## config.mk

```make
export PLATFORM = sky130hd
export DESIGN_NAME = vss_line_select
export DESIGN_NICKNAME = d
export VERILOG_FILES = /design/src/rtl/vss_pkg.sv /design/src/rtl/vss_ratio.sv /design/src/rtl/vss_fifo.sv /design/src/rtl/vss_line_select.sv
export SDC_FILE = /design/constraint.sdc
export NUM_CORES = 1
export LEC_CHECK = 0
export CAP_MARGIN = 20
export CORE_AREA = 2 2 78 95
export CTS_CLUSTER_SIZE = 40
export DETAILED_ROUTE_END_ITERATION = 12
export DIE_AREA = 0 0 80 97
export GPL_TIMING_DRIVEN = 0
export MAX_ROUTING_LAYER = met4
export PLACE_DENSITY = 0.79
export SLEW_MARGIN = 10
export SYNTH_ARGS = -nofsm -noshare
export SYNTH_HDL_FRONTEND = slang
export SYNTH_SLANG_ARGS = --single-unit
export TNS_END_PERCENT = 50
```

## constraint.sdc

```tcl
create_clock -name clk -period 3.74 [get_ports clk]
set_input_delay 0.561 -clock clk [delete_from_list [all_inputs] [get_ports clk]]
set_output_delay 0.561 -clock clk [all_outputs]
set_load 0.01 [all_outputs]
```

## src/rtl/vss_pkg.sv

```systemverilog
package vss_pkg;
    localparam int FRAC_W  = 12;
    localparam int SUM_W   = FRAC_W + 2;
    localparam int SAT_MAX = (1 << (FRAC_W + 1)) - 1;
    typedef logic [1:0] merge_t;
endpackage

```

## src/rtl/vss_ratio.sv

```systemverilog
module vss_ratio
    import vss_pkg::*;
#(
    parameter int SCALE_W = 16
) (
    input  logic [FRAC_W-1:0]  acc_i,
    input  logic [SCALE_W-1:0] scale_i,
    output merge_t             need_o,
    output logic [FRAC_W-1:0]  acc_o
);
    logic [FRAC_W:0]  sat;
    logic [SUM_W-1:0] total;

    always_comb begin
        // saturate so that a group never exceeds three lines
        if (scale_i > SCALE_W'(SAT_MAX)) sat = '1;
        else                             sat = scale_i[FRAC_W:0];
        total  = SUM_W'(acc_i) + SUM_W'(sat);
        need_o = 2'd1 + total[SUM_W-1 -: 2];
        acc_o  = total[FRAC_W-1:0];
    end
endmodule

```

## src/rtl/vss_fifo.sv

```systemverilog
module vss_fifo
    import vss_pkg::*;
#(
    parameter int DEPTH = 4
) (
    input  logic   clk,
    input  logic   rst_n,
    input  logic   push_i,
    input  merge_t data_i,
    input  logic   pop_i,
    output logic   full_o,
    output logic   empty_o,
    output logic   rd_valid_o,
    output merge_t rd_data_o
);
    localparam int PW = (DEPTH > 1) ? $clog2(DEPTH) : 1;
    localparam int CW = $clog2(DEPTH + 1);

    typedef struct packed {
        merge_t [DEPTH-1:0] mem;
        logic [PW-1:0]      wp;
        logic [PW-1:0]      rp;
        logic [CW-1:0]      cnt;
        logic               rv;
        merge_t             rd;
    } fifo_st_t;

    fifo_st_t f_d, f_q;
    logic do_pop, do_push;

    function automatic logic [PW-1:0] wrap_inc(input logic [PW-1:0] p);
        return (p == PW'(DEPTH - 1)) ? '0 : p + PW'(1);
    endfunction

    always_comb begin
        f_d     = f_q;
        f_d.rv  = 1'b0;
        do_pop  = pop_i && (f_q.cnt != '0);
        do_push = push_i && ((f_q.cnt != CW'(DEPTH)) || do_pop);
        if (do_pop) begin
            f_d.rd = f_q.mem[f_q.rp];
            f_d.rv = 1'b1;
            f_d.rp = wrap_inc(f_q.rp);
        end
        if (do_push) begin
            f_d.mem[f_q.wp] = data_i;
            f_d.wp          = wrap_inc(f_q.wp);
        end
        case ({do_push, do_pop})
            2'b10:   f_d.cnt = f_q.cnt + CW'(1);
            2'b01:   f_d.cnt = f_q.cnt - CW'(1);
            default: f_d.cnt = f_q.cnt;
        endcase
    end

    always_ff @(posedge clk or negedge rst_n) begin
        if (!rst_n) f_q <= '0;
        else        f_q <= f_d;
    end

    assign full_o     = (f_q.cnt == CW'(DEPTH));
    assign empty_o    = (f_q.cnt == '0);
    assign rd_valid_o = f_q.rv;
    assign rd_data_o  = f_q.rd;

    assert_cnt_bound_R9: assert property (@(posedge clk) disable iff (!rst_n)
        f_q.cnt <= CW'(DEPTH));
    assert_read_needs_req_R10: assert property (@(posedge clk) disable iff (!rst_n)
        rd_valid_o |-> $past(pop_i));
endmodule

```

## src/rtl/vss_line_select.sv

```systemverilog
module vss_line_select
    import vss_pkg::*;
#(
    parameter int LINE_W     = 12,
    parameter int SCALE_W    = 16,
    parameter int FIFO_DEPTH = 4
) (
    input  logic               clk,
    input  logic               rst_n,
    input  logic               sof,
    input  logic               line_stb,
    input  logic [LINE_W-1:0]  active_lines,
    input  logic [SCALE_W-1:0] vscale,
    input  logic               out_req,
    output logic               emit,
    output logic [1:0]         emit_merge,
    output logic               emit_first,
    output logic               emit_last,
    output logic               rd_valid,
    output logic [1:0]         rd_merge,
    output logic               overrun,
    output logic               underrun
);
    typedef struct packed {
        logic [LINE_W-1:0] idx;
        merge_t            gath;
        merge_t            need;
        logic [FRAC_W-1:0] acc;
        logic              emit;
        logic              first;
        logic              last;
        merge_t            merge;
        logic              ovr;
        logic              unr;
    } sel_st_t;

    sel_st_t           st_d, st_q;
    merge_t            need_nx, grown;
    logic [FRAC_W-1:0] acc_nx;
    logic              push, full, empty, is_last;

    vss_ratio #(.SCALE_W(SCALE_W)) u_ratio (
        .acc_i   (st_q.acc),
        .scale_i (vscale),
        .need_o  (need_nx),
        .acc_o   (acc_nx)
    );

    vss_fifo #(.DEPTH(FIFO_DEPTH)) u_fifo (
        .clk        (clk),
        .rst_n      (rst_n),
        .push_i     (push),
        .data_i     (st_d.merge),
        .pop_i      (out_req),
        .full_o     (full),
        .empty_o    (empty),
        .rd_valid_o (rd_valid),
        .rd_data_o  (rd_merge)
    );

    always_comb begin
        st_d       = st_q;
        st_d.emit  = 1'b0;
        st_d.first = 1'b0;
        st_d.last  = 1'b0;
        push       = 1'b0;
        grown      = st_q.gath + 2'd1;
        is_last    = (st_q.idx == active_lines - LINE_W'(1));
        if (sof) begin
            st_d.idx  = '0;
            st_d.gath = '0;
            st_d.need = 2'd1;
            st_d.acc  = '0;
            st_d.ovr  = 1'b0;
            st_d.unr  = 1'b0;
        end else if (line_stb && (st_q.idx < active_lines)) begin
            if ((grown == st_q.need) || is_last) begin
                st_d.emit  = 1'b1;
                st_d.merge = grown;
                st_d.first = (st_q.idx == '0);
                st_d.last  = is_last;
                st_d.gath  = '0;
                st_d.need  = need_nx;
                st_d.acc   = acc_nx;
                push       = 1'b1;
            end else begin
                st_d.gath = grown;
            end
            st_d.idx = st_q.idx + LINE_W'(1);
        end
        if (push && full && !out_req) st_d.ovr = 1'b1;
        if (out_req && empty)         st_d.unr = 1'b1;
    end

    always_ff @(posedge clk or negedge rst_n) begin
        if (!rst_n) begin
            st_q      <= '0;
            st_q.need <= 2'd1;
        end else begin
            st_q <= st_d;
        end
    end

    assign emit       = st_q.emit;
    assign emit_merge = st_q.merge;
    assign emit_first = st_q.first;
    assign emit_last  = st_q.last;
    assign overrun    = st_q.ovr;
    assign underrun   = st_q.unr;

    assert_emit_after_stb_R7: assert property (@(posedge clk) disable iff (!rst_n)
        emit |-> $past(line_stb && !sof));
    assert_merge_range_R4: assert property (@(posedge clk) disable iff (!rst_n)
        emit |-> (emit_merge >= 2'd1 && emit_merge <= 2'd3));
    assert_first_single_R2: assert property (@(posedge clk) disable iff (!rst_n)
        emit_first |-> (emit && emit_merge == 2'd1));
    assert_inside_count_R6: assert property (@(posedge clk) disable iff (!rst_n)
        emit |-> $past(st_q.idx < active_lines));
    assert_ovr_sticky_R11: assert property (@(posedge clk) disable iff (!rst_n)
        (overrun && !sof) |=> overrun);
    assert_unr_sticky_R11: assert property (@(posedge clk) disable iff (!rst_n)
        (underrun && !sof) |=> underrun);
endmodule

```

==> results.py <==
metrics = {
    "critical_path": {
        "critical_path_arrival_ps": 3830,
        "cp_max_fo": 5,
        "crit_path_cell_trace": "clkdlybuf4s50_1 -> inv_1 -> ha_1 -> nor3_1 -> or3_1 -> a21oi_2 -> o41ai_4 -> and3b_2 -> o21a_1 -> inv_1 -> ha_1 -> inv_1 -> fa_1 -> xor2_1 -> nor2_1 -> xor2_1",
        "startpoint_type": "primary input",
        "r2r_start": "st_q[24]$_DFFE_PN0P_",
        "crit_type": "in2reg",
        "cp-end-kind": "register",
        "required_ps": 3980,
        "crit_path_top_delay_cell": "clkdlybuf4s50_1",
        "r2r_slack_ps": 490,
        "reg2reg_depth": 14,
        "path_common_cell": "inv_1",
        "r2r-end": "u_fifo.f_q[5]$_DFFE_PN0P_",
        "crit_start": "active_lines[5]",
        "critical_path.max_stage_delay_ps": 630,
    },
    "sta": {
        "tightest_slew_ps": 608.9,
        "drv_slew": 0,
        "fin_skew_ps": 13.12,
        "fmax_mhz": 278.2,
        "hold_viol_final": 0,
        "finalSetupViolCount": 0,
        "postLayoutSetupSlackWorst_ps": 145.5,
        "min_period_ps": 3594,
        "finalCritPeriodShare_pct": 96.11,
        "timing.hold.ws_ps": 232.5,
        "slew-limit-headroom_pct": 59.03,
    },
    "synthesis": {
        "yosysWarnings": 0,
        "synthCells": 411,
        "ys_ff_latch": 53,
        "async_flop_share_pct": 100.0,
        "syn-cell-area_sq_um": 3814,
        "yosysSeqAreaShare_pct": 34.81,
        "synth_cell_type_count": 60,
        "synth_area_per_cell_sq_um": 9.279,
        "ys.flop_type": "dfrtp_1",
        "syn_nets": 479,
        "synth_edf_count": 0,
    },
    "floorplanning": {
        "rows": 33,
        "start_util_pct": 56.32,
        "ios": 43,
        "dieHeight_um": 97,
        "core_area_sq_um": 6771,
        "fp.dieW_um": 80,
        "die_area_sq_um": 7760,
    },
    "outcome": {
        "outcome": "complete, no violations",
    },
    "place": {
        "pre_cts_ws_ps": -669.4,
        "portBuffers": 42,
        "dp_hpwl_um": 6192,
        "dp_cells": 541,
        "gp_congestion": 0.8838,
    },
    "cts": {
        "insertion_delay_ps": 310,
        "cts_tree": "yes",
        "cts.path.max_buffers": 2,
        "cts_root_buf": "clkbuf_8",
        "h-tree-depth": 2,
        "clk_pin_slew_ps": 100,
        "cts_sinks": 53,
        "numCtsBuffers": 5,
    },
    "global_route": {
        "grt_overflow": 0,
        "grt_pass1_vias": 3267,
        "grt_pass1_wl_um": 14550,
        "grt_usage_pct": 23.66,
        "antenna_found_initial": 0,
        "grt_max_degree": 31,
    },
    "pwr": {
        "power.density_nw_per_um2": 528.7,
        "power.leakage_nw": 2.123,
        "irDropWorstVdd_uv": 379.2,
        "finalPower_mw": 2.390,
    },
    "cells_and_area": {
        "num-fill-cells": 578,
        "seq_area_sq_um": 1328,
        "drive_above_1_share_pct": 8.639,
        "syn2layout_area_growth_pct": 18.54,
        "n_antenna_cell": 0,
        "multi_input_area_sq_um": 2276,
        "nets": 530,
        "fin_cells": 550,
    },
    "routing": {
        "via_count": 3122,
        "drc_errors": 0,
        "wl_um": 8118,
        "viasPerCell": 5.676,
        "wl_per_cell_um": 14.76,
        "drtAntennaViolNets": 0,
        "dr.pass1.iters": 4,
        "drt_iter0_markers": 153,
    },
    "hold_path": {
        "hold_class": "in2async",
    },
    "job": {
        "maxCapViolations": 0,
    },
}
==> state kept, by name (all words and copies together) (netlist names) <==
| name | cells |
|---|---|
| st_q | 28 |
| u_fifo.f_q | 15 |
| emit_merge | 2 |
| u_fifo.rd_data_o | 2 |
| emit | 1 |
| emit_first | 1 |
| emit_last | 1 |
| overrun | 1 |
| u_fifo.rd_valid_o | 1 |
| underrun | 1 |
==> layer usage <==
metal	track usage, %	wire (um)	up-vias
met5	-	0	-
met4	6.389	94	0
met1	27.44	3329	1501
met3	3.078	246	9
met2	42.31	4447	61
li1	-	-	1551
==> through the flow <==
step / util, % / setup TNS, ps / area [sq um]
after CTS: 66.35 / 0 / 4493
after global routing: 66.76 / -8.469 / 4521
after detailed placement: 64.36 / -4911 / 4358
after global placement: 64.14 / -3544 / 4343
final: 66.76 / 0 / 4521
after floorplan: - / 0 / 3814
==> cell type report <==
| cell class | instances | share of cell area, % |
|---|---|---|
| Clock inverter | 2 | 0.3045 |
| Sequential cell | 53 | 29.37 |
| Clock buffer | 6 | 1.605 |
| Multi-Input combinational cell | 293 | 50.35 |
| Tap cell | 87 | 2.408 |
| Buffer | 17 | 2.048 |
| Inverter | 48 | 3.986 |
| Timing Repair Buffer | 44 | 9.936 |
==> worst max-delay path by stage <==
stage / end / slack (ps) / cells after the start
2_1_floorplan: u_fifo.f_q[5]$_DFFE_PN0P_ / 430 / 16
3_3_place_gp: u_fifo.f_q[5]$_DFFE_PN0P_ / -560 / 16
3_5_place_dp: u_fifo.f_q[5]$_DFFE_PN0P_ / -670 / 16
4_1_cts: u_fifo.f_q[5]$_DFFE_PN0P_ / 50 / 15
5_1_grt: u_fifo.f_q[5]$_DFFE_PN0P_ / -8 / 15
6_report: u_fifo.f_q[5]$_DFFE_PN0P_ / 150 / 16
==> cell usage after synthesis, types with 3 or more instances <==
| cell | number | area, sq um |
|---|---|---|
| dfrtp_1 | 52 | 1301 |
| inv_1 | 48 | 180.2 |
| ha_1 | 33 | 412.9 |
| nor2_1 | 26 | 97.59 |
| xor2_1 | 24 | 210.2 |
| o21ai_0 | 19 | 95.09 |
| nand2b_1 | 18 | 112.6 |
| nand4_1 | 15 | 93.84 |
| a21oi_1 | 14 | 70.07 |
| o22ai_1 | 14 | 87.58 |
| nand2_1 | 12 | 45.04 |
| xnor2_1 | 10 | 87.58 |
| and3_1 | 9 | 56.30 |
| nor3_1 | 9 | 45.04 |
| clkbuf_1 | 8 | 30.03 |
| nor2b_1 | 7 | 43.79 |
| mux2_1 | 6 | 67.56 |
| nor4_1 | 6 | 37.54 |
| mux2i_1 | 5 | 50.05 |
| buf_4 | 4 | 30.03 |
| nand3_1 | 4 | 20.02 |
| o21a_1 | 4 | 30.03 |
| or4_1 | 4 | 30.03 |
| a21o_1 | 3 | 22.52 |
| a31oi_1 | 3 | 18.77 |
| buf_2 | 3 | 15.01 |
| nand3b_1 | 3 | 22.52 |
| nor3b_1 | 3 | 22.52 |
| o211a_1 | 3 | 30.03 |
| o31ai_1 | 3 | 22.52 |
| or3_1 | 3 | 18.77 |
==> critical path, delay by kind of cell <==
kind	cells	cell delay (ps)
AOI/OAI and AO/OA	3	480
adders and majority gates	3	840
buffers and inverters	4	840
xor gates and xnor gates	2	330
and+or+nand+nor	4	770
==> power breakdown <==
group / switching [mW] / total [mW] / internal, mW
Combinational: 0.614 / 1.20 / 0.590
Clock: 0.193 / 0.327 / 0.134
Sequential: 0.117 / 0.860 / 0.742
==> cells by family (layout without fill, tap and decap cells) <==
group           after synthesis  after routing  synth area share [%]
simple gates                129            129                 19.39
compound gates               79             79                 13.75
buf+inv                      65            117                 7.119
flops                        53             53                 34.81
fa+ha+maj                    35             35                 11.88
xor+xnor                     34             34                 7.808
mux                          16             16                 5.249
==> what timing repair did <==
action | CTS | global route
pin swaps | 2 | 0
cloned | 0 | 0
hold buffers | 0 | 0
gates resized for setup | 8 | 12
endpoints found under the hold margin | 0 | 0
setup buffers | 1 | 0
setup endpoints to repair | 3 | 4
==> cells in the final DEF, fill, tap and decap left out, types with 4 or more instances in the layout <==
| cell type | n |
|---|---|
| clkbuf_8 | 5 |
| nor3_1 | 7 |
| clkdlybuf4s50_1 | 36 |
| nand3_1 | 4 |
| clkbuf_1 | 8 |
| buf_4 | 5 |
| nand2b_1 | 18 |
| mux2_1 | 6 |
| mux2i_1 | 5 |
| and3_1 | 8 |
| xor2_1 | 24 |
| nand2_1 | 12 |
| ha_1 | 32 |
| o21a_1 | 4 |
| nand4_1 | 15 |
| or4_1 | 4 |
| nor2b_1 | 7 |
| buf_2 | 5 |
| xnor2_1 | 10 |
| o21ai_0 | 17 |
| a21oi_1 | 13 |
| nor2_1 | 26 |
| nor4_1 | 6 |
| dfrtp_1 | 52 |
| o22ai_1 | 14 |
| inv_1 | 48 |
No activity file was read; power rests on OpenSTA's default activity.
